### src/rtl/tmr_pkg.sv
package tmr_pkg;
  localparam int BYTE_W = 8;
  localparam int PRE_W  = 5;

  localparam logic [2:0] A_T0_LO = 3'd0;
  localparam logic [2:0] A_T0_HI = 3'd1;
  localparam logic [2:0] A_T1_LO = 3'd2;
  localparam logic [2:0] A_T1_HI = 3'd3;
  localparam logic [2:0] A_CFG   = 3'd4;
  localparam logic [2:0] A_CTL   = 3'd5;

  typedef enum logic [1:0] {
    MODE_13     = 2'd0,
    MODE_16     = 2'd1,
    MODE_RELOAD = 2'd2,
    MODE_SPLIT  = 2'd3
  } tmr_mode_e;

  typedef struct packed {
    logic [BYTE_W-1:0] hi;
    logic [BYTE_W-1:0] lo;
    logic              wrap;
  } tmr_next_t;

  // Next count for one step of the main counter path in each mode.
  function automatic tmr_next_t tmr_step(input tmr_mode_e m,
                                         input logic [BYTE_W-1:0] hi,
                                         input logic [BYTE_W-1:0] lo);
    tmr_next_t r;
    logic [PRE_W-1:0] pre;
    r = '0;
    pre = lo[PRE_W-1:0];
    case (m)
      MODE_13: begin
        r.lo   = {lo[BYTE_W-1:PRE_W], pre + 1'b1};
        r.hi   = (&pre) ? hi + 1'b1 : hi;
        r.wrap = (&pre) && (&hi);
      end
      MODE_16: begin
        {r.hi, r.lo} = {hi, lo} + 1'b1;
        r.wrap       = (&hi) && (&lo);
      end
      MODE_RELOAD: begin
        r.hi   = hi;
        r.lo   = (&lo) ? hi : lo + 1'b1;
        r.wrap = &lo;
      end
      default: begin
        r.hi   = hi;
        r.lo   = lo + 1'b1;
        r.wrap = &lo;
      end
    endcase
    return r;
  endfunction
endpackage

### src/rtl/tmr_prescale.sv
module tmr_prescale #(
  parameter int DIV = 12
) (
  input  logic clk,
  input  logic rst_n,
  output logic tick
);
  localparam int CW = (DIV > 1) ? $clog2(DIV) : 1;
  logic [CW-1:0] cnt_q;

  assign tick = (cnt_q == CW'(DIV - 1));

  always_ff @(posedge clk or negedge rst_n) begin
    if (!rst_n)    cnt_q <= '0;
    else if (tick) cnt_q <= '0;
    else           cnt_q <= cnt_q + 1'b1;
  end

  generate
    if (DIV > 1) begin : g_gap
      AST_TICK_GAP: assert property (@(posedge clk) disable iff (!rst_n)
        tick |=> !tick);
    end
  endgenerate
endmodule

### src/rtl/tmr_edge.sv
module tmr_edge #(
  parameter int N = 2
) (
  input  logic         clk,
  input  logic         rst_n,
  input  logic         tick,
  input  logic [N-1:0] pin,
  output logic [N-1:0] fall
);
  logic [N-1:0] samp_q;

  assign fall = {N{tick}} & samp_q & ~pin;

  always_ff @(posedge clk or negedge rst_n) begin
    if (!rst_n)    samp_q <= '0;
    else if (tick) samp_q <= pin;
  end
endmodule

### src/rtl/tmr_core.sv
module tmr_core
  import tmr_pkg::*;
(
  input  logic              clk,
  input  logic              rst_n,
  input  tmr_mode_e         mode,
  input  logic              step_en,
  input  logic              hi_step_en,
  input  logic              wr_lo,
  input  logic              wr_hi,
  input  logic [BYTE_W-1:0] wdata,
  output logic [BYTE_W-1:0] lo,
  output logic [BYTE_W-1:0] hi,
  output logic              wrap,
  output logic              hi_wrap
);
  tmr_next_t nxt;
  logic      wr_any;
  logic      split;

  assign nxt     = tmr_step(mode, hi, lo);
  assign wr_any  = wr_lo | wr_hi;
  assign split   = (mode == MODE_SPLIT);
  assign wrap    = step_en & ~wr_any & nxt.wrap;
  assign hi_wrap = hi_step_en & split & ~wr_any & (&hi);

  always_ff @(posedge clk or negedge rst_n) begin
    if (!rst_n) begin
      lo <= '0;
      hi <= '0;
    end else if (wr_any) begin
      if (wr_lo) lo <= wdata;
      if (wr_hi) hi <= wdata;
    end else begin
      if (step_en) begin
        lo <= nxt.lo;
        hi <= nxt.hi;
      end
      if (hi_step_en && split) hi <= hi + 1'b1;
    end
  end

  AST_IDLE_HOLD: assert property (@(posedge clk) disable iff (!rst_n)
    !step_en && !hi_step_en && !wr_lo && !wr_hi |=> $stable({hi, lo}));
  AST_PRESCALE_TOP: assert property (@(posedge clk) disable iff (!rst_n)
    step_en && !wr_any && mode == MODE_13 && !(&lo[PRE_W-1:0]) |=> hi == $past(hi));
  AST_WIDE_WRAP: assert property (@(posedge clk) disable iff (!rst_n)
    wrap && mode == MODE_16 |=> {hi, lo} == '0);
  AST_RELOAD_VALUE: assert property (@(posedge clk) disable iff (!rst_n)
    wrap && mode == MODE_RELOAD |=> lo == $past(hi));
  AST_WRITE_WINS: assert property (@(posedge clk) disable iff (!rst_n)
    wr_lo |=> lo == $past(wdata));
endmodule

### src/rtl/dual_timer_unit.sv
module dual_timer_unit
  import tmr_pkg::*;
#(
  parameter int DIV = 12
) (
  input  logic       clk,
  input  logic       rst_n,
  input  logic       bus_we,
  input  logic [2:0] bus_addr,
  input  logic [7:0] bus_wdata,
  output logic [7:0] bus_rdata,
  input  logic [1:0] cnt_pin,
  input  logic [1:0] gate_pin,
  input  logic [1:0] int_ack,
  output logic [1:0] ovf_flag
);
  localparam int NT = 2;

  logic [7:0]        cfg_q;
  logic [NT-1:0]     run_q;
  logic [NT-1:0]     flag_q;
  logic              tick;
  logic [NT-1:0]     fall;
  logic [NT-1:0]     step_en, hi_step_en, wrap, hi_wrap, flag_set;
  logic [NT-1:0]     wr_lo, wr_hi;
  logic [BYTE_W-1:0] lo [NT];
  logic [BYTE_W-1:0] hi [NT];
  tmr_mode_e         mode [NT];
  logic              wr_cfg, wr_ctl, t0_split;

  assign wr_cfg   = bus_we && bus_addr == A_CFG;
  assign wr_ctl   = bus_we && bus_addr == A_CTL;
  assign t0_split = (mode[0] == MODE_SPLIT);

  tmr_prescale #(.DIV(DIV)) u_pre (.clk(clk), .rst_n(rst_n), .tick(tick));
  tmr_edge #(.N(NT)) u_edge (.clk(clk), .rst_n(rst_n), .tick(tick),
                             .pin(cnt_pin), .fall(fall));

  generate
    for (genvar i = 0; i < NT; i++) begin : g_tmr
      logic gate_b, src_b, src_sel;
      assign mode[i]  = tmr_mode_e'(cfg_q[4*i +: 2]);
      assign src_b    = cfg_q[4*i + 2];
      assign gate_b   = cfg_q[4*i + 3];
      assign src_sel  = src_b ? fall[i] : tick;
      assign wr_lo[i] = bus_we && bus_addr == 3'(2*i);
      assign wr_hi[i] = bus_we && bus_addr == 3'(2*i + 1);
      if (i == 0) begin : g_t0
        assign step_en[i]    = src_sel & run_q[i] & (~gate_b | gate_pin[i]);
        assign hi_step_en[i] = tick & run_q[1];
        assign flag_set[i]   = wrap[i];
      end else begin : g_tn
        assign step_en[i]    = src_sel & run_q[i] & (~gate_b | gate_pin[i])
                               & (mode[i] != MODE_SPLIT);
        assign hi_step_en[i] = 1'b0;
        assign flag_set[i]   = t0_split ? hi_wrap[0] : wrap[i];
      end
      tmr_core u_core (
        .clk(clk), .rst_n(rst_n), .mode(mode[i]),
        .step_en(step_en[i]), .hi_step_en(hi_step_en[i]),
        .wr_lo(wr_lo[i]), .wr_hi(wr_hi[i]), .wdata(bus_wdata),
        .lo(lo[i]), .hi(hi[i]), .wrap(wrap[i]), .hi_wrap(hi_wrap[i]));
    end
  endgenerate

  always_ff @(posedge clk or negedge rst_n) begin
    if (!rst_n) begin
      cfg_q  <= '0;
      run_q  <= '0;
      flag_q <= '0;
    end else begin
      if (wr_cfg) cfg_q <= bus_wdata;
      if (wr_ctl) begin
        run_q  <= {bus_wdata[6], bus_wdata[4]};
        flag_q <= {bus_wdata[7], bus_wdata[5]} | flag_set;
      end else begin
        flag_q <= (flag_q & ~int_ack) | flag_set;
      end
    end
  end

  assign ovf_flag = flag_q;

  always_comb begin
    case (bus_addr)
      A_T0_LO: bus_rdata = lo[0];
      A_T0_HI: bus_rdata = hi[0];
      A_T1_LO: bus_rdata = lo[1];
      A_T1_HI: bus_rdata = hi[1];
      A_CFG:   bus_rdata = cfg_q;
      A_CTL:   bus_rdata = {flag_q[1], run_q[1], flag_q[0], run_q[0], 4'b0000};
      default: bus_rdata = 8'h00;
    endcase
  end

  AST_FLAG0_SET: assert property (@(posedge clk) disable iff (!rst_n)
    wrap[0] |=> ovf_flag[0]);
  AST_FLAG1_SET: assert property (@(posedge clk) disable iff (!rst_n)
    flag_set[1] |=> ovf_flag[1]);
  AST_ACK_CLEAR: assert property (@(posedge clk) disable iff (!rst_n)
    int_ack[0] && !wrap[0] && !wr_ctl |=> !ovf_flag[0]);
  AST_SPLIT_NO_T1_FLAG: assert property (@(posedge clk) disable iff (!rst_n)
    t0_split && !hi_wrap[0] && !wr_ctl |=> !$rose(ovf_flag[1]));
  AST_T1_SPLIT_HOLD: assert property (@(posedge clk) disable iff (!rst_n)
    mode[1] == MODE_SPLIT && !wr_lo[1] && !wr_hi[1] |=> $stable({hi[1], lo[1]}));
endmodule

### config.mk
export PLATFORM = sky130hd
export DESIGN_NAME = dual_timer_unit
export DESIGN_NICKNAME = d
export VERILOG_FILES = /design/src/rtl/tmr_pkg.sv /design/src/rtl/tmr_prescale.sv /design/src/rtl/tmr_edge.sv /design/src/rtl/tmr_core.sv /design/src/rtl/dual_timer_unit.sv
export SDC_FILE = /design/constraint.sdc
export NUM_CORES = 1
export LEC_CHECK = 0
export ABC_AREA = 1
export BUFFER_PORTS_ARGS = -buffer_cell sky130_fd_sc_hd__buf_2
export CAP_MARGIN = 20
export CORE_MARGIN = 3
export CORE_UTILIZATION = 62
export CTS_BUF_LIST = sky130_fd_sc_hd__clkbuf_16
export DETAILED_ROUTE_END_ITERATION = 6
export GPL_TIMING_DRIVEN = 0
export PLACE_DENSITY_LB_ADDON = 0.2
export SLEW_MARGIN = 20
export SYNTH_ARGS = -nofsm -noshare
export SYNTH_HDL_FRONTEND = slang
export SYNTH_SLANG_ARGS = --single-unit
### constraint.sdc
create_clock -name clk -period 2 [get_ports clk]
set_input_delay 0.2 -clock clk [delete_from_list [all_inputs] [get_ports clk]]
set_output_delay 0.2 -clock clk [all_outputs]
set_load 0.03 [all_outputs]
==> results of run 1 <==
-- placed cells by master, fill, tap and decap left out, drive strengths merged, types with 3 or more instances in the layout --
cell type,instances
buf,42
xor2,7
a21oi,48
dfrtp,50
inv,91
o221ai,3
nand2,202
nand4,10
clkbuf,6
o22ai,3
nand3,49
nor2,99
a22oi,6
ha,7
a31oi,3
o21ai,51
clkinv,4
o211ai,9
nor3,7
-- critical path, delay by kind of cell, from the launching register on --
| kind | cells | cell delay (ps) |
|---|---|---|
| AOI/OAI and AO/OA | 2 | 280 |
| DFF | 1 | 410 |
| buffers and inverters | 1 | 110 |
| and+or+nand+nor | 6 | 550 |
| adders and majority gates | 2 | 440 |
-- registers in the layout, indices dropped and copies added, names as in the netlist --
signal / flops
cfg_q: 8
g_tmr.u_core.hi: 16
g_tmr.u_core.lo: 16
ovf_flag: 2
run_q: 2
u_edge.samp_q: 2
u_pre.cnt_q: 4
-- metal layers --
metal	wire length (um)	global-route usage, %	part of all wire, %
met1	5620	49.3	44
met2	5380	49.7	42
met3	1580	5.53	12
met4	167	9.07	1.3
met5	0	0	0
-- what timing repair did --
item	CTS	global route
setup buffers	0	4
endpoints found under the hold margin	50	0
hold buffers	1	0
setup endpoints to repair	0	9
gates resized for setup	0	1
-- path summary, 6_finish.rpt --
check	endpoint	slack (ps)
max	g_tmr[1].u_core.hi[1]	110
min	ovf_flag[0]	170
max reg2reg	g_tmr[1].u_core.hi[1]	110
min reg2reg	u_pre.cnt_q[0]	450
max in group asynchronous	g_tmr[1].u_core.lo[3]	1080
min in group asynchronous	g_tmr[0].u_core.hi[7]	480
-- layout make-up --
class,instances,area [um^2],area share (%)
plain buffers,12,92.6,1.96
multi-input cells,511,2610,55.3
repair buffers,32,178,3.76
well taps,77,96.3,2.04
clock inverters,3,12.5,0.265
clock buffers,5,125,2.65
inverters,92,360,7.62
flip-flops and latches,50,1250,26.5
-- kinds of logic after synthesis --
family | after synthesis | share of synthesized area, %
AO/OA/AOI/OAI | 126 | 17.2
buffers and inverters | 104 | 10.5
AND/OR/NAND/NOR | 369 | 39.4
XOR/XNOR | 9 | 1.83
adder cells (fa/ha/maj) | 7 | 2.03
flip-flops | 50 | 29.0
-- power breakdown --
group	total [W]	internal (W)	switching (W)
Clock	0.000843	0.000454	0.000389
Combinational	0.00259	0.000889	0.00170
Sequential	0.00187	0.00134	0.000530
-- stage by stage --
stage | std cells | hold slack (ps) | cell area (um^2)
4_1_cts | 778 | 166 | 4690
6_report | 782 | 169 | 4730
3_3_place_gp | 769 | 449 | 4540
5_1_grt | 782 | 190 | 4730
2_1_floorplan | 665 | -95.6 | 4310
3_5_place_dp | 769 | 270 | 4550
==> reports/qor.yml, run 1 <==
status:
  outcome: "completed"
sta:
  rsz0062_at_grt: "no"
  min_period_ps: 1890
  slew_viol_final: 0
  hold_viol: 0
  final.setup_skew_ps: 5.55
  worst_pin_slew_ps: 663
  post-route-period-util_pct: 94.4
  slew-limit-headroom_pct: 55.6
  finalSetupViolCount: 0
  tns_ps: 0
  max_freq_mhz: 530
  fin_ws_ps: 112
synth:
  synthTopCellsByCount: "184 x nand2_1, 89 x nor2_1, 83 x inv_1, 50 x dfrtp_1, 48 x a21oi_1"
  synth_nets: 692
  syn-cell-area_um2: 4310
  synth_cell_type_count: 38
  synth-edff-count: 0
  ys_top_cells_by_area: "dfrtp_1 29%, nand2_1 16%, nor2_1 7.7%"
  synth_top_area_share_pct: 29.0
  ys_seq_area_share_pct: 29.0
  ys.flop_type: "dfrtp_1"
  postSynthAreaPerCell_um2: 6.48
  synth_top_area_cell: "dfrtp_1"
  ys_seq_elements: 50
  async_reset_ff_share_pct: 100
  synth.most_common_cell: "nand2_1"
  yosys_warnings: 0
  netlist_instances: 665
worst_setup_path:
  r2r_cells: 11
  arrival_ps: 2100
  worstSetupPathType: "flop to flop"
  max_stage_delay_ps: 410
  r2r_start: "g_tmr[1].u_core.lo[0]"
  crit_chain: "ha_1 > nand2_2 > nor2_4 > ha_1 > o21ai_0 > nand2_1 > nand2_2 > clkinv_4 > nand2_4 > nor2_1 > a22oi_2"
  cp-end-kind: "flop"
  cp-startpoint: "g_tmr[1].u_core.lo[0]"
  required_ps: 2210
  crit_fanout: 10
  cp_slowest_cell: "dfrtp_1"
  start_kind: "flop"
power:
  ir_drop_v: 0.000858
  power.leakage_nw: 2.51
  power_w: 0.00530
  powerDensity_nw_per_um2: 1120
layout:
  area_growth_pct: 9.66
  drive_gt1_share_pct: 14.9
  diodes: 0
  n_fill_cell: 567
  finalCoreUtilization_pct: 72.4
  fin_nets: 731
routing:
  wl_per_cell_um: 16.3
  avgViaCountPerCell: 6.00
  first_iter_violations: 527
  route.detailed.drc: 0
  drt_pass1_iterations: 5
  ant_nets: 0
  wl_um: 12700
  vias: 4691
floorplanning:
  die-area_um2: 7990
  die_x_um: 89.4
  start_util_pct: 66.0
  io_pins: 30
  core-area_um2: 6530
  die_h_um: 89.4
  rows: 29
grt:
  grt_pass1_vias: 4325
  grt_pass1_wl_um: 20500
  grt-ovfl-total: 0
  antenna_found_initial: 0
  track_usage_pct: 33.2
  grt_max_degree: 51
clock_network:
  htreeDepth: 2
  clk_pin_slew_ps: 70
  cts_tree: "yes"
  numClockSinks: 50
  cts_buffers: 5
  cts_root_buf: "clkbuf_16"
  insertion_delay_ps: 300
  clockBufferDepth: 2
worst_hold_path:
  hp-class: "input port to flop"
  min_from: "bus_wdata[5]"
  holdPathStages: 3
place:
  pre_cts_slack_ps: 125
  dpl.hpwl_um: 9700
  io_buffers: 27
  place_congestion: 0.948
job:
  drv_cap: 0
Power figures use the tool's default switching activity.
==> run 2: changes to the inputs <==
GPL_TIMING_DRIVEN = unset   (was 0)
==> reports/qor.yml, run 2 (synthesis gave the netlist of run 1 again) <==
clock_network:
  clockBufferDepth: 2  # unchanged
  clk_pin_slew_ps: 70  # about the same
  htreeDepth: 2  # unchanged
  ctsHoldBuffers: 0  # was 1
  cts_buffers: 5  # unchanged
  cts_root_buf: "clkbuf_16"  # unchanged
  insertion_delay_ps: 290  # was 300 ps
  numClockSinks: 50  # unchanged
  cts_tree: "yes"  # unchanged
sta:
  holdWs_ps: 16.6  # was 169 ps
  max_freq_mhz: 532  # was 530 MHz
  slew_viol_final: 0  # unchanged
  final.setup_skew_ps: 5.22  # was 5.55 ps
  finalSetupViolCount: 0  # unchanged
  slew-limit-headroom_pct: 56.2  # was 55.6%
  fin_ws_ps: 120  # was 112 ps
  hold_viol: 0  # unchanged
  worst_pin_slew_ps: 656  # was 663 ps
  min_period_ps: 1880  # was 1890 ps
  post-route-period-util_pct: 94.0  # was 94.4%
power:
  power_w: 0.00554  # was 0.00530 W
  powerDensity_nw_per_um2: 1170  # was 1120 nW/um^2
  ir_drop_v: 0.000707  # was 0.000858 V
  power.leakage_nw: 2.51  # about the same
layout:
  fin_nets: 730  # was 731
  top_regs: "g_tmr.u_core.hi: 16 flops, g_tmr.u_core.lo: 16 flops, cfg_q: 8 flops"  # unchanged
  area_growth_pct: 10.1  # was 9.66%
  finalCoreUtilization_pct: 72.7  # was 72.4%
  final_cell_mix: "184 x nand2_1, 89 x nor2_1, 84 x inv_1"  # unchanged
  drive_gt1_share_pct: 15.1  # was 14.9%
  final_common_cell: "nand2_1"  # unchanged
  fin_cells: 781  # was 782
  diodes: 0  # unchanged
grt:
  grt_pass1_wl_um: 21900  # was 20500 um
  grt_max_degree: 51  # unchanged
  track_usage_pct: 35.5  # was 33.2%
  antenna_found_initial: 0  # unchanged
  grt-ovfl-total: 0  # unchanged
  grt_pass1_vias: 4434  # was 4325
worst_setup_path:
  cp-end-kind: "flop"  # unchanged
  required_ps: 2210  # about the same
  arrival_ps: 2090  # was 2100 ps
  crit_fanout: 9  # was 10
  start_kind: "flop"  # unchanged
  worstSetupPathType: "flop to flop"  # unchanged
routing:
  route.detailed.drc: 0  # unchanged
  avgViaCountPerCell: 6.16  # was 6.00
  ant_nets: 0  # unchanged
  wl_per_cell_um: 17.1  # was 16.3 um
  wl_um: 13300  # was 12700 um
  drt_pass1_iterations: 6  # was 5
  vias: 4809  # was 4691
  first_iter_violations: 550  # was 527
floorplanning:
  rows: 29  # unchanged
  die_x_um: 89.4  # unchanged
  die_h_um: 89.4  # unchanged
  start_util_pct: 66.0  # unchanged
  die-area_um2: 7990  # unchanged
  io_pins: 30  # unchanged
  core-area_um2: 6530  # unchanged
place:
  dpl.hpwl_um: 10300  # was 9700 um
  place_congestion: 1.03  # was 0.948
  io_buffers: 29  # was 27
  dp_cells: 771  # was 769
  pre_cts_slack_ps: 151  # was 125 ps
job:
  drv_cap: 0  # unchanged
status:
  outcome: "completed"  # unchanged
worst_hold_path:
  hp-class: "input port to async pin"  # was input port to flop
==> run 2: timing repair <==
item	4_1_cts	5_1_grt
endpoints found under the hold margin	0	0
buffers inserted	0	2
setup endpoints to repair	0	12
resized for setup	0	1
==> run 2: worst paths after layout <==
path,depth (start not counted),endpoint,slack (ps),from
max,12,g_tmr[0].u_core.hi[6],120,g_tmr[0].u_core.lo[1]
min in group clk,3,ovf_flag[0],180,bus_wdata[5]
max reg2reg,12,g_tmr[0].u_core.hi[6],120,g_tmr[0].u_core.lo[1]
max in group asynchronous,2,g_tmr[0].u_core.lo[0],1500,rst_n
min,2,g_tmr[0].u_core.lo[7],20,rst_n
min reg2reg,1,u_pre.cnt_q[0],480,u_pre.cnt_q[0]
==> run 2: area by class of cell <==
| type | count | area, um^2 |
|---|---|---|
| sequential | 50 | 1250 |
| clock buffer | 5 | 125 |
| tap | 77 | 96.3 |
| multi-input combinational | 511 | 2610 |
| inverter | 92 | 360 |
| clock inverter | 3 | 41.3 |
| timing repair buffer | 43 | 263 |
| fill | 578 | 1790 |
==> run 2: per-stage QoR <==
step | TNS, ps | instance area, um^2
5_1_grt | -16.1 | 4750
6_report | 0 | 4750
3_5_place_dp | 0 | 4550
4_1_cts | 0 | 4720
3_3_place_gp | 0 | 4550
2_1_floorplan | 0 | 4310
==> run 2: report_power, final <==
| group | internal (W) | total (W) | switching [W] |
|---|---|---|---|
| logic | 0.000914 | 0.00266 | 0.00175 |
| registers | 0.00134 | 0.00191 | 0.000567 |
| clock network | 0.000586 | 0.000963 | 0.000377 |
==> run 2: layer usage <==
| layer | part of all wire [%] | GRT usage, % | up-vias | routed length [um] |
|---|---|---|---|---|
| met5 | 0 | 0 | - | 0 |
| met4 | 2.7 | 11.1 | 0 | 367 |
| met3 | 13 | 7.00 | 40 | 1760 |
| met2 | 41 | 51.1 | 358 | 5440 |
| met1 | 43 | 53.1 | 2172 | 5770 |
| li1 | - | - | 2239 | - |
==> run 2: worst max-delay path, cell delays in order, from the launching register on <==
cell and delay, ps:
dfrtp_1 420, ha_1 220, nand2_1 100, nor2_4 200, ha_1 180, inv_1 50, nand4_1 130, nand2_2 60
inv_2 90, nand2_8 80, inv_4 90, nor2_1 40, a21oi_1 130
